### src/rtl/opc_pkg.sv
package opc_pkg;
  localparam int NSLOT = 6;

  // width of slot i: two integer, one condition word, three condition fields
  function automatic int slot_w(input int i, input int wi, input int wc, input int wf);
    if (i < 2)       return wi;
    else if (i == 2) return wc;
    else             return wf;
  endfunction

  function automatic int slot_off(input int i, input int wi, input int wc, input int wf);
    int acc;
    acc = 0;
    for (int j = 0; j < i; j++) acc += slot_w(j, wi, wc, wf);
    return acc;
  endfunction
endpackage

### src/rtl/opc_ctrl.sv
module opc_ctrl (
  input  logic clk,
  input  logic rst,
  input  logic issue_valid,
  input  logic go,
  input  logic all_done,
  output logic issue_fire,
  output logic release_fire,
  output logic busy,
  output logic ready
);
  logic busy_q;

  assign issue_fire   = issue_valid & ~busy_q;
  assign release_fire = go & busy_q;
  assign busy         = busy_q;
  assign ready        = busy_q & all_done;

  always_ff @(posedge clk) begin
    if (rst)               busy_q <= 1'b0;
    else if (issue_fire)   busy_q <= 1'b1;
    else if (release_fire) busy_q <= 1'b0;
  end


  issue_only_idle_chk: assert property (@(posedge clk) disable iff (rst)
    (issue_valid && busy_q && !go) |=> busy_q);

  go_release_chk: assert property (@(posedge clk) disable iff (rst)
    (go && busy_q) |=> (!busy_q && !ready));
endmodule

### src/rtl/opc_slot.sv
module opc_slot #(
  parameter int W = 64
) (
  input  logic         clk,
  input  logic         rst,
  input  logic         load,
  input  logic         clear,
  input  logic         use_i,
  input  logic         sub_i,
  input  logic [W-1:0] sub_val,
  input  logic         gnt,
  input  logic [W-1:0] data,
  output logic         req,
  output logic         done,
  output logic [W-1:0] val
);
  logic         need_q;
  logic         got_q;
  logic [W-1:0] val_q;
  logic         take;

  assign req  = need_q & ~got_q;
  assign take = req & gnt;
  assign done = ~need_q | got_q;
  assign val  = val_q;

  always_ff @(posedge clk) begin
    if (rst || clear) begin
      need_q <= 1'b0;
      got_q  <= 1'b0;
      val_q  <= '0;
    end else if (load) begin
      need_q <= use_i & ~sub_i;
      got_q  <= 1'b0;
      val_q  <= (use_i && sub_i) ? sub_val : '0;
    end else if (take) begin
      got_q  <= 1'b1;
      val_q  <= data;
    end
  end


  req_hold_chk: assert property (@(posedge clk) disable iff (rst)
    (req && !gnt && !clear) |=> req);

  req_drop_chk: assert property (@(posedge clk) disable iff (rst)
    (req && gnt && !clear) |=> (!req && val == $past(data)));

  val_keep_chk: assert property (@(posedge clk) disable iff (rst)
    (got_q && !clear) |=> $stable(val));
endmodule

### src/rtl/opc_operand_fetch.sv
module opc_operand_fetch
  import opc_pkg::*;
#(
  parameter int W_INT = 64,
  parameter int W_CR  = 32,
  parameter int W_FLD = 4,
  localparam int TOT  = slot_off(NSLOT, W_INT, W_CR, W_FLD)
) (
  input  logic             clk,
  input  logic             rst,
  input  logic             issue_valid,
  output logic             issue_ready,
  input  logic             op_zero,
  input  logic             op_imm_ok,
  input  logic [W_INT-1:0] op_imm,
  input  logic [NSLOT-1:0] op_use,
  output logic [NSLOT-1:0] rd_req,
  input  logic [NSLOT-1:0] rd_gnt,
  input  logic [TOT-1:0]   rd_data,
  output logic [TOT-1:0]   src_o,
  output logic             ops_ready,
  input  logic             go
);
  logic             issue_fire;
  logic             release_fire;
  logic             busy;
  logic [NSLOT-1:0] done;
  logic             zero_q;
  logic             imm_q;

  opc_ctrl u_ctrl (
    .clk          (clk),
    .rst          (rst),
    .issue_valid  (issue_valid),
    .go           (go),
    .all_done     (&done),
    .issue_fire   (issue_fire),
    .release_fire (release_fire),
    .busy         (busy),
    .ready        (ops_ready)
  );

  assign issue_ready = ~busy;

  // operation flags kept for the checks below
  always_ff @(posedge clk) begin
    if (rst || release_fire) begin
      zero_q <= 1'b0;
      imm_q  <= 1'b0;
    end else if (issue_fire) begin
      zero_q <= op_zero;
      imm_q  <= op_imm_ok;
    end
  end

  for (genvar i = 0; i < NSLOT; i++) begin : g_slot
    localparam int SW = slot_w(i, W_INT, W_CR, W_FLD);
    localparam int SO = slot_off(i, W_INT, W_CR, W_FLD);
    logic          sub;
    logic [SW-1:0] sval;

    if (i == 0) begin : g_zero
      assign sub  = op_zero;
      assign sval = '0;
    end else if (i == 1) begin : g_imm
      assign sub  = op_imm_ok;
      assign sval = op_imm[SW-1:0];
    end else begin : g_plain
      assign sub  = 1'b0;
      assign sval = '0;
    end

    opc_slot #(.W(SW)) u_slot (
      .clk     (clk),
      .rst     (rst),
      .load    (issue_fire),
      .clear   (release_fire),
      .use_i   (op_use[i]),
      .sub_i   (sub),
      .sub_val (sval),
      .gnt     (rd_gnt[i]),
      .data    (rd_data[SO +: SW]),
      .req     (rd_req[i]),
      .done    (done[i]),
      .val     (src_o[SO +: SW])
    );
  end


  zero_req_chk: assert property (@(posedge clk) disable iff (rst)
    zero_q |-> (!rd_req[0] && src_o[W_INT-1:0] == '0));

  imm_req_chk: assert property (@(posedge clk) disable iff (rst)
    imm_q |-> !rd_req[1]);

  ready_no_req_chk: assert property (@(posedge clk) disable iff (rst)
    ops_ready |-> (rd_req == '0));

  idle_quiet_chk: assert property (@(posedge clk) disable iff (rst)
    issue_ready |-> (rd_req == '0 && !ops_ready && src_o == '0));
endmodule

### config.mk
export PLATFORM = sky130hd
export DESIGN_NAME = opc_operand_fetch
export DESIGN_NICKNAME = d
export VERILOG_FILES = /design/src/rtl/opc_pkg.sv /design/src/rtl/opc_ctrl.sv /design/src/rtl/opc_slot.sv /design/src/rtl/opc_operand_fetch.sv
export SDC_FILE = /design/constraint.sdc
export NUM_CORES = 1
export LEC_CHECK = 0
export BUFFER_PORTS_ARGS = -buffer_cell sky130_fd_sc_hd__buf_4
export CAP_MARGIN = 20
export CORE_AREA = 2 2 168 170
export CTS_CLUSTER_DIAMETER = 200
export CTS_CLUSTER_SIZE = 30
export DETAILED_ROUTE_END_ITERATION = 10
export DIE_AREA = 0 0 170 172
export SYNTH_ARGS = -nofsm -noshare
export SYNTH_HDL_FRONTEND = slang
export SYNTH_SLANG_ARGS = --single-unit
### constraint.sdc
create_clock -name clk -period 1.8 [get_ports clk]
set_input_delay 0.18 -clock clk [delete_from_list [all_inputs] [get_ports clk]]
set_output_delay 0.18 -clock clk [all_outputs]
set_load 0.02 [all_outputs]
==> results of run 1 <==
cell usage in the layout (no fill, tap or decap), types with 8 or more instances in the layout:
cell	netlist	layout
mux2i_1	12	12
a21oi_1	183	183
nand3b_1	8	8
clkbuf_16	0	17
nand2_1	266	266
a21oi_2	50	50
nor2_1	23	23
a211oi_1	64	64
dlygate4sd3_1	0	112
buf_12	0	12
dfxtp_1	185	180
buf_4	12	449
power by group through the flow:
stage | logic (W) | clock network (W) | registers, W
5_1_grt | 0.00188 | 0.00425 | 0.00433
3_5_place_dp | 0.00153 | 0 | 0.00440
4_1_cts | 0.00175 | 0.00407 | 0.00431
3_3_place_gp | 0.00152 | 0 | 0.00440
2_1_floorplan | 0.000548 | 0 | 0.00454
6_report | 0.00175 | 0.00395 | 0.00431
registers in the layout, indices dropped and copies added (netlist names):
name / count
g_slot.u_slot.got_q: 6
u_ctrl.busy: 1
g_slot.u_slot.val: 172
g_slot.u_slot.need_q: 6
worst max path at each step:
stage                                         start        end  slack (ns)  cells after the start
5_1_grt        g_slot[4].u_slot.need_q$_SDFFE_PP0P_  ops_ready       -0.05                      4
4_1_cts        g_slot[3].u_slot.need_q$_SDFFE_PP0P_  ops_ready        0.03                      4
3_3_place_gp               u_ctrl.busy$_SDFFE_PP0P_  ops_ready        0.25                      4
3_5_place_dp               u_ctrl.busy$_SDFFE_PP0P_  ops_ready        0.31                      4
6_report       g_slot[4].u_slot.need_q$_SDFFE_PP0P_  ops_ready        0.07                      4
2_1_floorplan              u_ctrl.busy$_SDFFE_PP0P_  ops_ready        0.14                      3
cells by family (layout without fill, tap and decap cells):
| kind of cell | Yosys count | in the layout |
|---|---|---|
| simple gates | 312 | 312 |
| compound gates | 298 | 298 |
| flops | 185 | 185 |
| buf+inv | 86 | 606 |
| mux | 12 | 12 |
| other cells | 0 | 1 |
worst min-delay path, delay by kind of cell:
kind,cells,cell delay (ns)
AOI/OAI and AO/OA,1,0.06
and+or+nand+nor,1,0.10
buffers and inverters,1,0.08
final cells by class:
type	instances	area [um^2]
timing repair buffer	573	4730
inverter	1	3.75
fill	2621	14700
antenna	1	2.50
sequential	185	3710
tap	346	433
multi-input combinational	622	3280
clock buffer	17	425
clock inverter	15	184
timing repair:
action                     CTS  global route
buffers inserted             1             1
setup endpoints to repair    1             1
hold buffers               112             0
cloned                       0             0
pin swaps                    1             1
hold endpoints to repair   112             0
resized for setup            8             7
metrics by stage:
stage | utilization, % | hold WS [ns]
3_3_place_gp | 39.9 | 0.409
3_5_place_dp | 39.9 | 0.416
4_1_cts | 46.3 | 0.00397
2_1_floorplan | - | 0.296
5_1_grt | 46.5 | 0.00835
6_report | 46.5 | 0.0253
layer usage:
| layer | wire [um] | part of all wire (%) |
|---|---|---|
| met1 | 11300 | 40 |
| met2 | 14200 | 50 |
| met3 | 2470 | 8.7 |
| met4 | 463 | 1.6 |
| met5 | 0 | 0 |
==> metrics, run 1 <==
top-area cell type share of the netlist area approximately 50%; Worst Skew 0.0156 ns; Mapped Nets ~1100; Vias 8233; vias in the first global route 8143; maximum clock insertion buffer count 2; DIE HEIGHT 172 um; worst path cell trace nor2b_4 -> nor4_4 -> nor4b_4 -> buf_4; die width 170 um; Achievable Freq 579 MHz; via/cell ratio 4.68; Synth Flop Type dfxtp_1; top cells by count, synth 266 x nand2_1, 185 x dfxtp_1, 183 x a21oi_1; Worst R2R End g_slot[1].u_slot.val[9]$_SDFFE_PP0P_; Synth Area in Adders 0%; PwrDens a little under 800 nW/um^2; Hold EP g_slot[1].u_slot.need_q$_SDFFE_PP0P_; Most Crowded Layer GR met2; CP startpoint kind register; final wirelength ~28 mm; Synth Area in Compound Gates about a quarter; I/O pin total 434; Largest delay share family, worst path simple AND/OR/NAND/NOR gates; post-synthesis simple-gate area fraction 17.0%; core area roughly 27000 um^2; post-detailed-route wirelength per cell 16.1 um; max-slew violations 0; GRT overflow 0; Total Neg Setup Slack 0 ns; Placed Area 11000 um^2; TritonCTS Buffers 17; max incr delay on CP 0.33 ns; Final Hold Viols 0; post-synthesis sequential area ratio 50.2%; Internal 0.00726 W; TritonCTS clock tree yes; peak supply drop 0.426 mV; Req. time, crit path 1.62 ns; Slowest cell on crit path dfxtp_2; Slew HR 63.6%; R2R setup slack roughly 0.32 ns; async set or reset register ratio after synthesis 0%; met2 usage 33.0%; ANT nets after route 0; Post-Layout Cell Count 1760; DRC violations left 0; Worst Reg2Reg Path Length in Cells 4; Tcrit/Tclk final 95.9%; count of max-cap constraint violations 0; first-pass GRT wire length between 40 and 50 mm; TritonCTS Sinks between 150 and 200; CP Capture Type primary output; H-tree levels 4; power share of the clock group 39.5%; average cell area after synthesis 8.26 um^2; Hold Path Class input port to register; initial antenna violation count 1; M3 GR Usage ~6.7%; crit path time final 1.73 ns; placed cells about 1600; Final WS setup 0.0740 ns; measured slew at the worst slew-check pin 0.545 ns; Arr. time, crit path 1.55 ns; FP Rows 61; CP Class register to primary output; Synth area leaders dfxtp_1 50%, nand2_1 14%, a21oi_1 12%, a211oi_1 6.5%, a21oi_2 5.9%; area leader, netlist dfxtp_1; NetSw 0.00275 W; status finished, final reports clean; Reg2Reg Launch Point g_slot[1].u_slot.got_q$_SDFFE_PP0P_; Post-Synth XOR/XNOR Area 0%; final-report setup violation count 0; Worst Hold Launch op_imm_ok; sw frac 27.5%; Mapped Cells between 800 and 900; RSZ-0062 raised after global routing yes; main combinational cell family by area after synthesis compound AO/OA/AOI/OAI gates; Leakage approximately 5.4 nW; Starting Density around 27%; Distinct cells, synth 22; Setup WS pre-CTS 0.309 ns; crit-path max FO 3; Flop pwr share 43.1%; Routability Congestion roughly 0.79; Reg clk slew, reported paths 0.08 ns; CTS root buf clkbuf_16; Mapped Area roughly 7400 um^2; Hold Path Stages 3; drt first-iter violations between 300 and 400; synthesized flop and latch total roughly 190; DR pass1 iterations 6; Port Buffers about 430; Die ar. 29200 um^2; gr usage total a little under a fifth; met1 usage around 21%; leading cell type by number of instances after synthesis nand2_1; fin nets about 1700; Combinational Power Share 17.5%; DP HPWL 19.3 mm; total power 0.0100 W; post-synthesis mux area share 1.63%; pin count of the biggest net entering global routing 72; share of cells above drive strength 1 a little under 40%; Bufs and invs on worst path 1; Layout area overhead 73.1%; clk_lat worst skew roughly 0.44 ns; number of flops mapped to enable cells by yosys 0; Final Cell Area 12800 um^2; synth warn 0
(Power assumes the default switching activity.)
==> inputs of run 2 (changes only) <==
CORE_AREA = 2 2 171 173   (was 2 2 168 170)
DIE_AREA = 0 0 173 175   (was 0 0 170 172)
clock period = 2.11 ns   (was 1.8 ns; I/O delays follow)
==> run 2 against run 1 <==
Count of clock-buffer cells in the layout rose by 4. First-iteration DRC count fell by 18%. Register-to-register slack improved by 0.25 ns. Via count fell by 6.5%. Sequential power fell by 15%. Wire length fell by 6.2%. Power fell by 18%. Critical path depth did not move. Combinational power fell by 26%. Non-clock buffer count fell by 113. Die area rose by 3.5%. Sequential share of layout area rose by 2.8 points. Largest cell class is now sequential cells.
==> metrics, run 2 (synthesized netlist as in run 1, its figures left out) <==
final core utilization 40.9%; Final WS setup 0.176 ns; CTS root buf clkbuf_16; Arr. time, crit path 1.72 ns; Worst Skew 0.0137 ns; Achievable Freq 517 MHz; R2R setup slack 0.57 ns; peak supply drop 0.459 mV; Slew HR 63.5%; vias in the first global route 7534; CP startpoint kind register; ANT nets after route 0; TritonCTS Buffers 17; PwrDens between 700 and 800 nW/um^2; Setup WS pre-CTS 0.573 ns; H-tree levels 4; final wirelength 26.6 mm; FILL cells approximately 3000; I/O pin total roughly 430; CP Launch Point u_ctrl.busy$_SDFFE_PP0P_; status finished, final reports clean; via/cell ratio 4.57; Tcrit/Tclk final 91.7%; GRT overflow 0; measured slew at the worst slew-check pin around 0.55 ns; initial antenna violation count 0; Port Buffers 433; Worst Reg2Reg Path Length in Cells 4; crit-path max FO 5; Reg area 3700 um^2; max-slew violations 0; Multi-input gate area 3230 um^2; TritonCTS Sinks about 190; CP Capture Type primary output; DP HPWL 19.1 mm; FP Rows 62; Req. time, crit path 1.90 ns; core area 28400 um^2; Total Neg Setup Slack 0 ns; pin count of the biggest net entering global routing 72; Worst R2R End g_slot[1].u_slot.val[8]$_SDFFE_PP0P_; crit path time final 1.93 ns; Ant. Diodes 0; RSZ-0062 raised after global routing no; clk_lat worst skew 0.43 ns; Leakage a little under 5 nW; drt first-iter violations ~320; final-report setup violation count 0; die width 173 um; CP Class register to primary output; gr usage total 17.0%; Starting Density 26.0%; DRC violations left 0; CP Capture Point ops_ready; DIE HEIGHT 175 um; Hold Path Class input port to register; first-pass GRT wire length 41.3 mm; Reg clk slew, reported paths approximately 0.080 ns; Resize count post-CTS 0; commonest non-fill, non-tap cell in the layout buf_4; post-detailed-route wirelength per cell 15.8 um; Die ar. 30300 um^2; Final Hold Viols 0; Vias 7696; Largest register FFs 172; Reg2Reg Launch Point u_ctrl.busy$_SDFFE_PP0P_; Routability Congestion 0.787; most frequent cells in the layout 444 x buf_4, 266 x nand2_1, 185 x dfxtp_1, 183 x a21oi_1, 64 x a211oi_1; Layout area overhead 57.4%; count of max-cap constraint violations 0; fin nets 1541; share of cells above drive strength 1 a little over two fifths; DR pass1 iterations 4; maximum clock insertion buffer count 2; TritonCTS clock tree yes
-- run 2: changes by cell type in the layout (fill, tap and decap cells not counted), sizes merged --
cell         before  now
diode             1    0
dlygate4sd3     112    5
buf             461  455
clkinvlp          4    0
clkinv            2    6
bufinv            2    1
clkbuf           17   21
inv               8    5
-- run 2: metrics by stage --
| step | hold slack (ns) | instances | total power [W] | instance area [um^2] |
|---|---|---|---|---|
| 4_1_cts | 0.000506 | 1684 | 0.00834 | 11600 |
| 5_1_grt | 0.00370 | 1684 | 0.00859 | 11600 |
| 2_1_floorplan | 0.327 | 893 | 0.00434 | 7380 |
| 3_3_place_gp | 0.442 | 1647 | 0.00504 | 11000 |
| 3_5_place_dp | 0.447 | 1647 | 0.00505 | 11000 |
| 6_report | 0.0215 | 1684 | 0.00820 | 11600 |
-- run 2: repair_timing --
action	4_1_cts	5_1_grt
endpoints found under the hold margin	5	0
hold buffers	5	0
buffers inserted	0	0
-- run 2: worst min-delay path by stage --
stage / endpoint / depth (start not counted) / start
floorplan: u_ctrl.busy$_SDFFE_PP0P_ / 2 / issue_valid
global placement: g_slot[3].u_slot.val[1]$_SDFFE_PP0P_ / 3 / rd_data[161]
detailed placement: g_slot[0].u_slot.val[36]$_SDFFE_PP0P_ / 2 / g_slot[0].u_slot.val[36]$_SDFFE_PP0P_
CTS: g_slot[0].u_slot.val[24]$_SDFFE_PP0P_ / 3 / rd_data[24]
global route: g_slot[0].u_slot.val[58]$_SDFFE_PP0P_ / 3 / rd_data[58]
finish: g_slot[5].u_slot.val[0]$_SDFFE_PP0P_ / 3 / rd_data[168]
-- run 2: final cells by class --
cell class / count / share of cell area, %
repair buffers: 460 / 31.0
well taps: 384 / 4.14
clock inverters: 11 / 0.970
inverters: 1 / 0.0323
multi-input cells: 622 / 27.9
flip-flops and latches: 185 / 31.9
clock buffers: 21 / 4.05
-- run 2: worst max-delay path: stages, from the launching register on --
cell and delay [ns]:
dfxtp_1 0.43, inv_1 0.10, nor4_1 0.26, nor4b_1 0.29, buf_4 0.20
-- run 2: power breakdown --
group	internal (W)	total [W]	switching, W
sequential	0.00361	0.00367	0.0000677
clock	0.00175	0.00324	0.00149
combinational	0.000638	0.00129	0.000653
total	0.00600	0.00820	0.00221
-- run 2: per-layer routing --
metal  wire length (um)  up-vias  GRT usage [%]  share of wire [%]
li1                   -     3803              -                  -
met1              11100     3537           20.3                 42
met2              12400      322           27.8                 47
met3               2340       34           6.44                8.8
met4                728        0           6.25                2.7
met5                  0        -              0                  0
==> inputs of run 3 (changes only) <==
CTS_BUF_LIST = sky130_fd_sc_hd__clkbuf_4 sky130_fd_sc_hd__clkbuf_8   (was unset)
SKIP_CTS_REPAIR_TIMING = 1   (was unset)
SYNTH_HIERARCHICAL = 1   (was unset)
==> run 3 against run 2 <==
Synthesized cell count is 19% higher. Non-clock buffer count increased by 51. Clock power decreased by 19%. Worst hold slack worse by 0.011 ns. Worst setup slack gained 0.081 ns. Critical endpoint unchanged. Largest cell class is now multi-input gates.
==> metrics, run 3 <==
Final WS setup between 0.2 and 0.3 ns; average cell area after synthesis between 9 and 10 um^2; Final Cell Area 14800 um^2; Setup WS pre-CTS around 0.42 ns; via/cell ratio 4.87; Tcrit/Tclk final 87.8%; gr usage total roughly a fifth; Starting Density roughly a third; status finished, final reports clean; DIE HEIGHT 175 um; NetSw 0.00289 W; Placed Area 13800 um^2; Distinct cells, synth 30; R2R setup slack 0.34 ns; Synth area leaders dfxtp_1 37%, a221oi_2 23%, o21bai_1 12%, nor2_1 6.3%, nand2_1 5.6%; Ant. Diodes 0; clk_lat worst skew 0.47 ns; peak supply drop around 0.31 mV; Achievable Freq around 540 MHz; PwrDens 613 nW/um^2; final wirelength 33.7 mm; synth warn 6; Synth Flop Type dfxtp_1; pin count of the biggest net entering global routing 169; core area about 28000 um^2; Largest register FFs 172; placed cells 1901; DRC violations left 0; Mapped Cells 1061; TritonCTS Sinks roughly 190; RSZ-0062 raised after global routing no; Routability Congestion 0.815; first-pass GRT wire length 50.4 mm; FP Rows slightly above 60; ANT nets after route 0; final core utilization 52.0%; met2 usage approximately a third; final-report setup violation count 0; Combinational Power Share between 20% and 30%; async set or reset register ratio after synthesis 0%; Total Neg Setup Slack 0 ns; Layout area overhead 48.1%; maximum clock insertion buffer count 2; crit path time final 1.85 ns; max-slew violations 0; area leader, netlist dfxtp_1; die width 173 um; Worst Skew 0.0198 ns; vias in the first global route 8937; Slew HR 5.92%; Hold Path Class input port to register; Post-Layout Cell Count 1988; Leakage around 6 nW; Arr. time, crit path 1.64 ns; DR pass1 iterations 4; count of max-cap constraint violations 0; commonest non-fill, non-tap cell in the layout buf_4; top-area cell type share of the netlist area 37.1%; Port Buffers ~430; Most Crowded Layer GR met2; Mapped Area around 10000 um^2; share of cells above drive strength 1 42.3%; CP Class register to primary output; leading cell type by number of instances after synthesis dfxtp_1; Reg clk slew, reported paths 0.10 ns; number of flops mapped to enable cells by yosys 0; Internal 0.00617 W; CTS root buf clkbuf_8; sw frac 31.9%; TritonCTS clock tree yes; met1 usage 25.0%; most frequent cells in the layout 442 x buf_4, 185 x dfxtp_1, 167 x nor2_1, 160 x o21bai_1, 152 x a221oi_2; top cells by count, synth 185 x dfxtp_1, 167 x nor2_1, 160 x o21bai_1; Die ar. 30300 um^2; Flop pwr share between 40% and 50%; synthesized flop and latch total 185; CP Capture Type primary output; power share of the clock group just under 30%; H-tree levels 4; crit-path max FO 4; I/O pin total 434; post-synthesis sequential area ratio between 30% and 40%; DP HPWL 23.8 mm; post-detailed-route wirelength per cell 17.0 um; Final Hold Viols 0; drt first-iter violations 492; TritonCTS Buffers 17; Req. time, crit path around 1.9 ns; CP startpoint kind register; initial antenna violation count 0; M3 GR Usage a little over 6%; GRT overflow 0; measured slew at the worst slew-check pin between 1 and 1.5 ns; fin nets about 1800; Vias 9691
-- run 3: metrics by stage --
step	hold slack (ns)	total power (W)
floorplan	0.288	0.00540
global placement	0.464	0.00637
detailed placement	0.470	0.00641
CTS	-0.0713	0.00909
global route	0.000349	0.00952
finish	0.0103	0.00906
-- run 3: kinds of logic (layout without fill, tap and decap cells) --
logic type	Yosys count	count (layout)	share of synthesized area, %
compound gates	357	357	38.6
buf+inv	125	553	7.36
flops	185	185	37.1
other cells	1	116	0.0376
simple gates	393	393	16.8
-- run 3: worst paths after layout --
kind	from	to	cells past startpoint
max	g_slot[2].u_slot/need_q$_SDFFE_PP0P_	ops_ready	6
min	op_imm[22]	g_slot[1].u_slot/val[22]$_SDFFE_PP0P_	3
max reg2reg	u_ctrl/busy$_SDFFE_PP0P_	g_slot[0].u_slot/val[53]$_SDFFE_PP0P_	5
min reg2reg	g_slot[2].u_slot/need_q$_SDFFE_PP0P_	g_slot[2].u_slot/need_q$_SDFFE_PP0P_	2
-- run 3: power by group through the flow --
stage	combinational [W]	clock (W)	sequential [W]
after floorplan	0.00114	0	0.00425
after global routing	0.00272	0.00288	0.00392
final	0.00253	0.00264	0.00389
after global placement	0.00241	0	0.00396
after CTS	0.00244	0.00276	0.00389
after detailed placement	0.00244	0	0.00397
-- run 3: routing by layer --
layer  wire [um]  share of wire (%)  up-vias
li1            -                  -     4840
met1       13900                 41     4525
met2       16700                 49      278
met3        2120                6.3       48
met4         989                2.9        0
met5           0                  0        -
-- run 3: layout make-up --
| type | instances | area, um^2 |
|---|---|---|
| multi-input combinational | 866 | 5980 |
| inverter | 10 | 37.5 |
| fill | 2683 | 13600 |
| timing repair buffer | 511 | 4150 |
| clock inverter | 14 | 180 |
| tap | 384 | 480 |
| sequential | 185 | 3700 |
| clock buffer | 18 | 241 |
-- run 3: critical path, stage by stage (launching register included) --
cell	delay, ns
dfxtp_1	0.37
nor2b_1	0.20
inv_1	0.14
nand4_1	0.11
nor2_1	0.04
and2_1	0.15
buf_4	0.16
